<file path="config.mk">
export PLATFORM = sky130hd
export DESIGN_NAME = piso_shift_reg
export DESIGN_NICKNAME = d
export VERILOG_FILES = /design/src/rtl/piso_pkg.sv /design/src/rtl/piso_sampler.sv /design/src/rtl/piso_ctrl.sv /design/src/rtl/piso_stages.sv /design/src/rtl/piso_shift_reg.sv
export SDC_FILE = /design/constraint.sdc
export NUM_CORES = 1
export LEC_CHECK = 0
export BUFFER_PORTS_ARGS = -buffer_cell sky130_fd_sc_hd__buf_4
export CAP_MARGIN = 40
export CORE_ASPECT_RATIO = 0.8
export CORE_UTILIZATION = 35
export CTS_CLUSTER_SIZE = 12
export DETAILED_ROUTE_END_ITERATION = 10
export PLACE_DENSITY = 0.67
export RECOVER_POWER = 25
export SYNTH_ARGS = -nofsm -noshare
export SYNTH_HDL_FRONTEND = slang
export SYNTH_SLANG_ARGS = --single-unit
</file>
<file path="constraint.sdc">
create_clock -name clk -period 2.3 [get_ports clk]
set_input_delay 0.345 -clock clk [delete_from_list [all_inputs] [get_ports clk]]
set_output_delay 0.345 -clock clk [all_outputs]
set_load 0.05 [all_outputs]
</file>
<file path="src/rtl/piso_pkg.sv">
package piso_pkg;

    typedef enum logic [1:0] {
        ST_SYNC,
        ST_LOADING,
        ST_GATE_LOW,
        ST_GATE_HIGH
    } ctrl_state_t;

    typedef enum logic [1:0] {
        OP_HOLD,
        OP_LOAD,
        OP_SHIFT
    } stage_op_t;

endpackage

</file>
<file path="src/rtl/piso_sampler.sv">
module piso_sampler #(
    parameter int W = 8
) (
    input  logic         clk,
    input  logic         load_n,
    input  logic         clk_a,
    input  logic         clk_b,
    input  logic         ser_in,
    input  logic [W-1:0] par_in,
    output logic         load_n_q,
    output logic         gate_q,
    output logic         ser_q,
    output logic [W-1:0] par_q
);
    // Plain input registers; they run through reset so the gate level is
    // already valid when the control machine leaves ST_SYNC.
    always_ff @(posedge clk) begin
        load_n_q <= load_n;
        gate_q   <= clk_a | clk_b;
        ser_q    <= ser_in;
        par_q    <= par_in;
    end
endmodule

</file>
<file path="src/rtl/piso_ctrl.sv">
module piso_ctrl
    import piso_pkg::*;
(
    input  logic      clk,
    input  logic      rst,
    input  logic      load_n_q,
    input  logic      gate_q,
    output stage_op_t op
);
    ctrl_state_t state_q, state_d;

    always_ff @(posedge clk) begin
        if (rst) state_q <= ST_SYNC;
        else     state_q <= state_d;
    end

    always_comb begin
        state_d = state_q;
        if (!load_n_q) begin
            state_d = ST_LOADING;
        end else begin
            unique case (state_q)
                ST_SYNC, ST_LOADING: state_d = gate_q ? ST_GATE_HIGH : ST_GATE_LOW;
                ST_GATE_LOW:         state_d = gate_q ? ST_GATE_HIGH : ST_GATE_LOW;
                ST_GATE_HIGH:        state_d = gate_q ? ST_GATE_HIGH : ST_GATE_LOW;
                default:             state_d = ST_SYNC;
            endcase
        end
    end

    always_comb begin
        op = OP_HOLD;
        if (!load_n_q) begin
            op = OP_LOAD;
        end else begin
            unique case (state_q)
                ST_GATE_LOW:                      op = gate_q ? OP_SHIFT : OP_HOLD;
                ST_SYNC, ST_LOADING, ST_GATE_HIGH: op = OP_HOLD;
                default:                          op = OP_HOLD;
            endcase
        end
    end
endmodule

</file>
<file path="src/rtl/piso_stages.sv">
module piso_stages
    import piso_pkg::*;
#(
    parameter int W = 8
) (
    input  logic         clk,
    input  logic         rst,
    input  stage_op_t    op,
    input  logic         ser_q,
    input  logic [W-1:0] par_q,
    output logic [W-1:0] stages
);
    for (genvar i = 0; i < W; i++) begin : g_stage
        logic shift_src;
        if (i == 0) begin : g_head
            assign shift_src = ser_q;
        end else begin : g_body
            assign shift_src = stages[i-1];
        end

        always_ff @(posedge clk) begin
            if (rst) begin
                stages[i] <= 1'b0;
            end else begin
                unique case (op)
                    OP_LOAD:  stages[i] <= par_q[i];
                    OP_SHIFT: stages[i] <= shift_src;
                    default:  stages[i] <= stages[i];
                endcase
            end
        end
    end
endmodule

</file>
<file path="src/rtl/piso_shift_reg.sv">
module piso_shift_reg
    import piso_pkg::*;
#(
    parameter int W = 8
) (
    input  logic         clk,
    input  logic         rst,
    input  logic         load_n,
    input  logic         clk_a,
    input  logic         clk_b,
    input  logic         ser_in,
    input  logic [W-1:0] par_in,
    output logic         q_last,
    output logic         q_last_n,
    output logic [W-1:0] stages_dbg
);
    localparam int LAST = W - 1;

    logic         load_n_q, gate_q, ser_q;
    logic [W-1:0] par_q;
    logic [W-1:0] stages;
    stage_op_t    op;

    piso_sampler #(.W(W)) u_sampler (
        .clk(clk), .load_n(load_n), .clk_a(clk_a), .clk_b(clk_b),
        .ser_in(ser_in), .par_in(par_in),
        .load_n_q(load_n_q), .gate_q(gate_q), .ser_q(ser_q), .par_q(par_q)
    );

    piso_ctrl u_ctrl (
        .clk(clk), .rst(rst), .load_n_q(load_n_q), .gate_q(gate_q), .op(op)
    );

    piso_stages #(.W(W)) u_stages (
        .clk(clk), .rst(rst), .op(op), .ser_q(ser_q), .par_q(par_q),
        .stages(stages)
    );

    assign q_last     = stages[LAST];
    assign q_last_n   = ~stages[LAST];
    assign stages_dbg = stages;
endmodule

</file>
* Word level (Yosys, flattened, before mapping) *
Index checks and enable logic that the tools add are counted.

storage, ports and cells
  bits of input ports = 14
  output and inout bits = 10
  register bits = 21

cells by class
  eq/ne operators = 5
  muxes and demuxes = 14
  bitwise logic cells = 3
  reductions and logical operators = 5

operator list
  operator                                       count
  case mux 1 bit (2 select lines)                8
  == test 2 bit, second input constant           3
  two-way mux 2 bit                              3
  == test 2 x 1 -> 1 bit, second input constant  2
  case mux 2 bit (2 select lines)                1
  OR reduction 4 bit                             1
  OR reduction 3 bit                             1
  zero test 2 bit                                1
  two-way mux 1 bit                              2
  NOT 1 bit                                      2
  nonzero test 2 bit                             1
  OR reduction 2 bit                             1
  bitwise OR 1 bit                               1

* Logic depth before layout (Yosys ltp) *
Gate-level depths: netlist of the first run.

  word-level depth = 6
  depth in mapped cells = 4
  mapped depth without buffers = 3

* Hierarchy *
Synthesis of the first run repeated with hierarchy kept, for this count alone.

unflattened totals
  cell total of the unflattened synthesis = 65
  area, all modules = 752.0 um^2

by module, submodules not included
  module          instances  area an instance (um^2)  cells an instance
  piso_stages     1          442.9                    44
  piso_sampler    1          226.5                    12
  piso_ctrl       1          71.3                     7
  piso_shift_reg  1          11.3                     2

* Worst setup path before layout of the first run *
No wires, ideal clock.

  kind = register to output
  start = register u_stages.stages[7]
  end = output port q_last_n
  arrival = 1002 ps
  buffers on the path = 0
  stages on the path, launching flop included = 2
  path slack = 953 ps
  cell sequence = dfxtp_1 > inv_1

on the way
  cells in the longest elaborated chain, start to end = 1

ends and longest elaborated chain
  item                             line                  source
  start, declared                  piso_stages.sv:11     output logic [W-1:0] stages
  start signal, assigned by index  piso_stages.sv:26     OP_LOAD: stages[i] <= par_q[i];
  start signal, assigned by index  piso_stages.sv:27     OP_SHIFT: stages[i] <= shift_src;
  start signal, assigned by index  piso_stages.sv:28     default: stages[i] <= stages[i];
  NOT 1 bit                        piso_shift_reg.sv:40  assign q_last_n = ~stages[LAST];
  end, declared                    piso_shift_reg.sv:14  output logic q_last_n,

No other way between the ends.

* Worst setup path in the final report of the first run *
Same ends and word-level chain as after synthesis.

==> metrics.txt, run 1 <==
status completed; CTS Hold Buffers Added 0; yosys warns 0; CTS tree yes; syn_nets 86; FILL cells 198; port bufs 23; register bit total from synthesis 21; CTS sink count 21; post-synth cell types 14; Wirelength per Cell 10.78 um; synthesized instance count 72; CP endpoint kind output pin; Worst Path Max Fanout 4; first-pass GRT wire length 2049 um; Slew Viols, Final 0; Final Hold Vio Count 0; CP Launch Type flip-flop; post-layout net count 102; max_slew headroom 62.23%; I/O pins 24; Root Driver clkbuf_4; setup violators final 0; largest net degree at the start of global routing 19; min Tclk post-route 1.269 ns; Pre-antenna DRT Iters 3; worst endpoint required time 1.96 ns; worst-margin pin slew 0.5658 ns; HP Start par_in[5]; Ant. Diodes 0; setup_tns 0 ns; CP arrival 0.92 ns; Placer Congestion 0.6854; sequential share of the synthesized area 59.47%; Static Leak 0.3701 nW; DRC marker count from the first detailed-route iteration 3; syn_area_per_cell 9.818 um^2; TritonCTS Buffers 3; Worst path slowest cell dfxtp_1; drt via density 4.577; DP Wirelength 845.5 um; RSZ-0062 raised after global routing no; H-tree depth 1; Total GRT Usage 13.26%; drt drc 0; Critical Path Start u_stages.stages[7]$_SDFFE_PP0P_; Tot Pwr 0.6887 mW; Max rail drop VDD 553.1 uV; Overflow after GRT 0; register clock-pin slew on the reported worst setup and hold paths 0.11 ns; area delta synth->final 20.89%; critical-path cell list inv_1 -> buf_4; worst r2r src u_sampler.load_n_q$_DFF_P_; Starting Density 37.37%; # Post-CTS Setup Buffers 0; CTS max path bufs 2; final worst-path cycle share 55.16%; height of the chip 42.20 um; MaxCap Viol Count 0; post_cts resized 0; Syn Std Cell Area 706.9 um^2; fraction of final layout cells sized beyond drive strength 1 32.18%; Peak Freq 0.7882 GHz; critical path's largest stage delay 0.38 ns; antenna violations before repair 0; PwrDens 805.9 nW/um^2; hold crit path type in2reg; hold slack 0.1283 ns; total number of vias 508; num rows 14; WS Path Type reg2out; Worst-Skew Late Latency 0.31 ns; final clock skew 0.001133 ns; Die Width 52.25 um; number of global-route vias before repair 480; core footprint 1892 um^2; die area 2204 um^2; final antenna-violating net count 0; Post-Route WL 1197 um
[cell usage after synthesis]
| cell type | number | share of area [%] |
|---|---|---|
| nand2_1 | 16 | 8.5 |
| inv_1 | 2 | 1.1 |
| buf_1 | 1 | 0.53 |
| nand3b_1 | 1 | 1.1 |
| nor2_1 | 8 | 4.2 |
| nor2b_1 | 1 | 0.89 |
| or2_2 | 1 | 0.89 |
| dfxtp_1 | 21 | 59 |
| and3b_1 | 1 | 1.2 |
| a311oi_1 | 8 | 9.9 |
| buf_2 | 2 | 1.4 |
| buf_4 | 8 | 8.5 |
| buf_6 | 1 | 1.6 |
| a21oi_1 | 1 | 0.71 |
[metal layers]
layer | track usage [%] | vias to the layer above | wire [um]
met5 | 0 | - | 0
met4 | 3.158 | 0 | 16
met3 | 7.609 | 2 | 106
met2 | 20.77 | 20 | 548
met1 | 15.58 | 225 | 526
li1 | - | 261 | -
[through the flow]
| step | instances | cell area, um^2 | util, % | setup slack, ns |
|---|---|---|---|---|
| 6_report | 111 | 854.6 | 45.17 | 1.031 |
| 5_1_grt | 111 | 854.6 | 45.17 | 0.9492 |
| 4_1_cts | 111 | 854.6 | 45.17 | 1.014 |
| 3_5_place_dp | 107 | 824.5 | 43.58 | 1.132 |
| 3_3_place_gp | 107 | 824.5 | 43.58 | 1.206 |
| 2_1_floorplan | 72 | 706.9 | - | 0.9525 |
[cell families after synthesis]
group,after synthesis,share of synthesized area [%]
AOI/OAI and AO/OA,9,10.62
and+or+nand+nor,28,16.82
buffers and inverters,14,13.10
DFF,21,59.47
[cell usage in the layout (no fill, tap or decap), drive strengths merged]
cell      count
dfxtp        21
clkinvlp      1
or2           1
clkbuf       10
nand2        16
nand3b        1
a311oi        8
and3b         1
nor2          8
nor2b         1
buf          16
inv           2
a21oi         1
[sequential cells by signal, summed over array words and instances (netlist names)]
signal and count:
u_sampler.par_q 8, u_stages.g_stage.shift_src 7, u_ctrl.state_q 2, u_sampler.gate_q 1
u_sampler.load_n_q 1, u_sampler.ser_q 1, u_stages.stages 1
[path summary, 6_finish.rpt]
check,slack [ns],end,cells past startpoint
worst max-delay path,1.03,q_last_n,2
worst min register to register,0.47,u_ctrl.state_q[0]$_SDFF_PP0_,2
worst max register to register,1.13,u_stages.g_stage[7].shift_src$_SDFFE_PP0P_,2
worst min-delay path,0.13,u_sampler.par_q[5]$_DFF_P_,1
[layout make-up]
cell class	count	area [um^2]	share of cell area, %
flip-flops and latches	21	420.4	49.19
multi-input cells	37	193.9	22.69
repair buffers	23	172.7	20.21
well taps	24	30.03	3.514
clock buffers	3	22.52	2.635
clock inverters	1	7.507	0.8785
inverters	2	7.507	0.8785
[critical path, delay by kind of cell (launching register included)]
family / cells / cell delay, ns
buffers and inverters: 2 / 0.23
DFF: 1 / 0.38
[power breakdown]
| group | switching [mW] | internal (mW) |
|---|---|---|
| combinational | 0.0651 | 0.0397 |
| sequential | 0.0163 | 0.386 |
| clock | 0.115 | 0.0664 |
Note: power is estimated with default switching activity, not from simulation.
==> run 2, diff against run 1 <==
clock period = 1.2 ns   (was 2.3 ns; I/O delays follow)
==> run 2 against run 1 <==
  * Cell count rose by 9.9%
  * Clock skew decreased by 0.00051 ns
  * Die area unchanged
  * Power increased by 91%
  * First-iteration DRC count increased to 4.3 times the previous value
  * Highest routed layer is now met3
==> metrics.txt, run 2 (synthesis results as in run 1) <==
CTS sink count 21 (unchanged); hold path depth 2 (+1); Largest register FFs 8 (unchanged); CTS max path bufs 2 (unchanged); fraction of final layout cells sized beyond drive strength 1 29.59% (-2.6 points); total number of vias 544 (+7.1%); CP endpoint kind output pin; Peak Freq 0.9215 GHz; register clock-pin slew on the reported worst setup and hold paths 0.10 ns (about the same); drt drc 0 (unchanged); MaxCap Viol Count 0 (unchanged); HP Start clk_a; setup violators final 0 (unchanged); die area 2204 um^2 (unchanged); min Tclk post-route 1.085 ns; most flop-heavy register u_sampler.par_q; Total GRT Usage 12.68% (-0.58 points); final worst-path cycle share 90.43%; I/O pins 24 (unchanged); DR WL met3 95 um (-10%); max_slew headroom 78.86% (+17 points); Reg2Reg Capture Point u_stages.g_stage[2].shift_src$_SDFFE_PP0P_; Overflow after GRT 0 (unchanged); Die Width 52.25 um (unchanged); RSZ-0062 raised after global routing no; H-tree depth 1 (unchanged); most frequent cells in the layout dfxtp_1 (21), buf_4 (17), nand2_1 (16), clkbuf_4 (10), dlygate4sd3_1 (10); CP arrival 0.91 ns (about the same); routed wl met2 569 um (+3.8%); area delta synth->final 35.75%; Starting Density 37.37% (unchanged); worst endpoint required time 1.02 ns (-0.94 ns); DRC marker count from the first detailed-route iteration 13 (+10); Met1 Wirelength 536 um (+1.9%); DP Wirelength 819.1 um (-3.1%); most common cell after layout, fill and taps aside dfxtp_1; Final Hold Vio Count 0 (unchanged); Root Driver clkbuf_4; final antenna-violating net count 0 (unchanged); utilization after layout 50.73% (+5.6 points); Worst Hold Path EP u_sampler.gate_q$_DFF_P_; TritonCTS Buffers 3 (unchanged); Static Leak 0.4172 nW (+13%); status completed; number of global-route vias before repair 492 (+2.5%); Worst R2R Path Depth 3 (+1); Worst-Skew Late Latency 0.29 ns (-0.02 ns); hold crit path type in2reg; post-layout net count 113 (+11%); final clock skew 0.0006249 ns (-0.0005082 ns); Finished Cell Area 959.7 um^2 (+12%); Ant. Diodes 0 (unchanged); Slew Viols, Final 0 (unchanged); port bufs 23 (unchanged); WS Path Type reg2out; core footprint 1892 um^2 (unchanged); drt via density 4.459 (-2.6%); worst r2r src u_sampler.gate_q$_DFF_P_; first-pass GRT wire length 1987 um (-3.0%); R2R Setup Slk 0.13 ns (-1.00 ns); height of the chip 42.20 um (unchanged); PwrDens 1373 nW/um^2 (+70%); Placer Congestion 0.6900 (+0.67%); DP Area 832.0 um^2 (+0.91%); worst-margin pin slew 0.3162 ns (-0.2496 ns); Pre-antenna DRT Iters 2 (-1); hold slack 0.06449 ns (-0.06377 ns); Worst Path Max Fanout 4 (unchanged); CTS tree yes; CP Launch Type flip-flop; Max Used Layer met3; Post-Route WL 1201 um (+0.33%); num rows 14 (unchanged); largest net degree at the start of global routing 19 (unchanged); antenna violations before repair 0 (unchanged); setup_tns 0 ns (unchanged); Max rail drop VDD 869.8 uV (+57%); Wirelength per Cell 9.844 um (-8.7%)
==> run 2: changes by cell type in the layout (fill, tap and decap cells not counted) <==
cell and change:
buf_4 +1, clkinvlp_4 -1, dlygate4sd3_1 +10, clkbuf_1 +1
and3b_2 +1, and3b_1 -1
==> run 2: where the power goes <==
group	switching (mW)	internal (mW)	leakage [nW]	total (mW)
Clock	0.189	0.129	0.0150	0.318
Sequential	0.0223	0.740	0.176	0.763
Combinational	0.137	0.0998	0.226	0.237
==> run 2: area by class of cell <==
cell class                 count  area (um^2)
fill                         177        932.1
sequential                    21        420.4
timing repair buffer          34        280.3
multi-input combinational     37        195.2
tap                           24        30.03
clock buffer                   4        26.28
inverter                       2        7.507
==> run 2: how the worst max path moves through the flow <==
stage	start	end	slack, ns
floorplan	u_stages.stages[7]$_SDFFE_PP0P_	q_last_n	0.02
global placement	u_ctrl.state_q[0]$_SDFF_PP0_	u_stages.g_stage[2].shift_src$_SDFFE_PP0P_	0.12
detailed placement	u_sampler.gate_q$_DFF_P_	u_stages.g_stage[2].shift_src$_SDFFE_PP0P_	0.06
CTS	u_sampler.gate_q$_DFF_P_	u_stages.g_stage[2].shift_src$_SDFFE_PP0P_	0.03
global route	u_stages.stages[7]$_SDFFE_PP0P_	q_last_n	0.02
finish	u_stages.stages[7]$_SDFFE_PP0P_	q_last_n	0.11
==> run 2: per-layer routing <==
layer  vias to the layer above  track usage (%)
met4                         0            3.158
li1                        281                -
met5                         -                0
met2                        20            21.03
met1                       243            13.83
met3                         0            7.246
==> run 2: timing repair <==
| action | CTS | global route |
|---|---|---|
| endpoints found under the setup margin | 0 | 8 |
| hold endpoints to repair | 10 | 0 |
| hold buffers | 10 | 0 |
| setup buffers | 0 | 0 |
| resized for setup | 0 | 1 |
==> run 2: worst max-delay path, cell delays in order, from the launching register on <==
cell and delay (ns):
dfxtp_1 0.38, inv_1 0.05, buf_4 0.18
==> run 2: stage by stage <==
| step | total power [mW] | worst slack (ns) | cells |
|---|---|---|---|
| finish | 1.318 | 0.1149 | 122 |
| global route | 1.392 | 0.02337 | 122 |
| CTS | 1.336 | 0.02815 | 122 |
| detailed placement | 0.9930 | 0.06061 | 108 |
| global placement | 0.9885 | 0.1237 | 108 |
| floorplan | 0.9407 | 0.01755 | 72 |
==> run 3, diff against run 2 <==
clock period = 1.33 ns   (was 1.2 ns; I/O delays follow)
==> run 3 against run 2 <==
  * Sequential share of layout area stayed put
  * Sequential power is 8.8% lower
  * Cell area stayed put
  * Cell count stayed put
  * Critical endpoint is now u_stages.g_stage[2].shift_src$_SDFFE_PP0P_
==> metrics.txt, run 3 (synthesis results as in run 1) <==
Total GRT Usage 13.03% (+0.36 points); Root Driver clkbuf_4; Peak Freq 0.8607 GHz; CTS tree yes; most frequent cells in the layout dfxtp_1 (21), buf_4 (17), nand2_1 (16), clkbuf_4 (10), dlygate4sd3_1 (10); Worst Path Max Fanout 8 (+4); Pre-antenna DRT Iters 4 (+2); antenna violations before repair 0 (unchanged); RSZ-0062 raised after global routing no; CP Launch Type flip-flop; Post-Route WL 1170 um (-2.6%); hold crit path type in2reg; port bufs 23 (unchanged); CP arrival 1.37 ns (+0.46 ns); max_slew headroom 63.18% (-16 points); drt via density 4.426 (-0.74%); Placer Congestion 0.6876 (-0.35%); utilization after layout 50.73% (unchanged); I/O pins 24 (unchanged); MaxCap Viol Count 0 (unchanged); Slew Viols, Final 0 (unchanged); fraction of final layout cells sized beyond drive strength 1 29.59% (unchanged); Largest register FFs 8 (unchanged); critical path's largest stage delay 0.36 ns (-0.02 ns); num rows 14 (unchanged); Die Width 52.25 um (unchanged); min Tclk post-route 1.162 ns; final worst-path cycle share 87.35%; DP Wirelength 783 um (-4.4%); CTS sink count 21 (unchanged); status completed; total number of vias 540 (-0.74%); TritonCTS Buffers 3 (unchanged); Overflow after GRT 0 (unchanged); critical-path cell list and3b_1 -> nand2_1 -> a311oi_1; final clock skew 0.01265 ns (+0.01202 ns); WS Path Type reg2reg; largest net degree at the start of global routing 18 (-1); hold slack 0.06490 ns (+0.0004157 ns); Worst path slowest cell dfxtp_1; CP endpoint kind flip-flop; DRC marker count from the first detailed-route iteration 13 (unchanged); die area 2204 um^2 (unchanged); register clock-pin slew on the reported worst setup and hold paths 0.12 ns (+0.02 ns); Static Leak 0.4205 nW (+0.78%); Worst-Skew Late Latency 0.30 ns (about the same); most flop-heavy register u_sampler.par_q; PwrDens 1249 nW/um^2 (-9.0%); Ant. Diodes 0 (unchanged); H-tree depth 1 (unchanged); number of global-route vias before repair 506 (+2.8%); FILL cells 183 (+3.4%); Final Hold Vio Count 0 (unchanged); final antenna-violating net count 0 (unchanged); # Post-CTS Setup Buffers 0 (unchanged); core footprint 1892 um^2 (unchanged); post-layout net count 113 (unchanged); CTS max path bufs 2 (unchanged); area delta synth->final 35.75% (unchanged); Starting Density 37.37% (unchanged); Wirelength per Cell 9.590 um (-2.6%); worst-margin pin slew 0.5516 ns (+0.2354 ns); worst endpoint required time 1.53 ns (+0.51 ns); first-pass GRT wire length 2042 um (+2.8%); height of the chip 42.20 um (unchanged); drt drc 0 (unchanged); Max rail drop VDD 714.4 uV (-18%); setup_tns 0 ns (unchanged); most common cell after layout, fill and taps aside dfxtp_1; setup violators final 0 (unchanged)
[run 3: cell types whose count changed in the layout (fill, tap and decap cells not counted), sizes merged]
cell    delta
clkbuf     -1
clkinv     +1
[run 3: per-stage QoR]
| step | cell area, um^2 | worst slack, ns | power (mW) | cells |
|---|---|---|---|---|
| after global routing | 959.7 | 0.04967 | 1.262 | 122 |
| final | 959.7 | 0.1682 | 1.198 | 122 |
| after global placement | 832.0 | 0.2200 | 0.8913 | 108 |
| after floorplan | 706.9 | 0.1280 | 0.8487 | 72 |
| after detailed placement | 832.0 | 0.2070 | 0.8951 | 108 |
| after CTS | 959.7 | 0.1775 | 1.217 | 122 |
[run 3: path summary, 6_finish.rpt]
| kind | cells past startpoint | slack (ns) | end | start |
|---|---|---|---|---|
| max | 3 | 0.17 | u_stages.g_stage[2].shift_src$_SDFFE_PP0P_ | u_sampler.gate_q$_DFF_P_ |
| max reg2reg | 3 | 0.17 | u_stages.g_stage[2].shift_src$_SDFFE_PP0P_ | u_sampler.gate_q$_DFF_P_ |
| min reg2reg | 2 | 0.45 | u_stages.g_stage[1].shift_src$_SDFFE_PP0P_ | u_sampler.ser_q$_DFF_P_ |
| min | 2 | 0.06 | u_sampler.gate_q$_DFF_P_ | clk_a |
[run 3: report_power, final]
| group | internal, mW | switching (mW) |
|---|---|---|
| sequential | 0.668 | 0.0277 |
| clock | 0.112 | 0.185 |
| combinational | 0.0895 | 0.116 |
| total | 0.870 | 0.329 |
[run 3: critical path: cells and delay by family (launching register included)]
kind,cells,cell delay (ns)
AO/OA/AOI/OAI,1,0.28
flip-flops,1,0.36
AND/OR/NAND/NOR,2,0.42
[run 3: final cells by class]
cell class              count  area [um^2]  share of cell area, %
clock inverters             1        5.005                 0.5215
multi-input cells          37        193.9                  20.21
well taps                  24        30.03                  3.129
flip-flops and latches     21        420.4                  43.81
repair buffers             34        280.3                  29.20
clock buffers               3        22.52                  2.347
inverters                   2        7.507                 0.7823
[run 3: metal layers]
layer	vias to the layer above	routed length [um]	track usage [%]
met4	0	0	4.737
met5	-	0	0
met2	23	520	20.51
met3	0	96	7.609
li1	280	-	-
met1	237	554	14.45
[run 3: what timing repair did]
item	CTS	global route
resized for setup	0	0
hold endpoints to repair	10	0
hold buffers	10	0
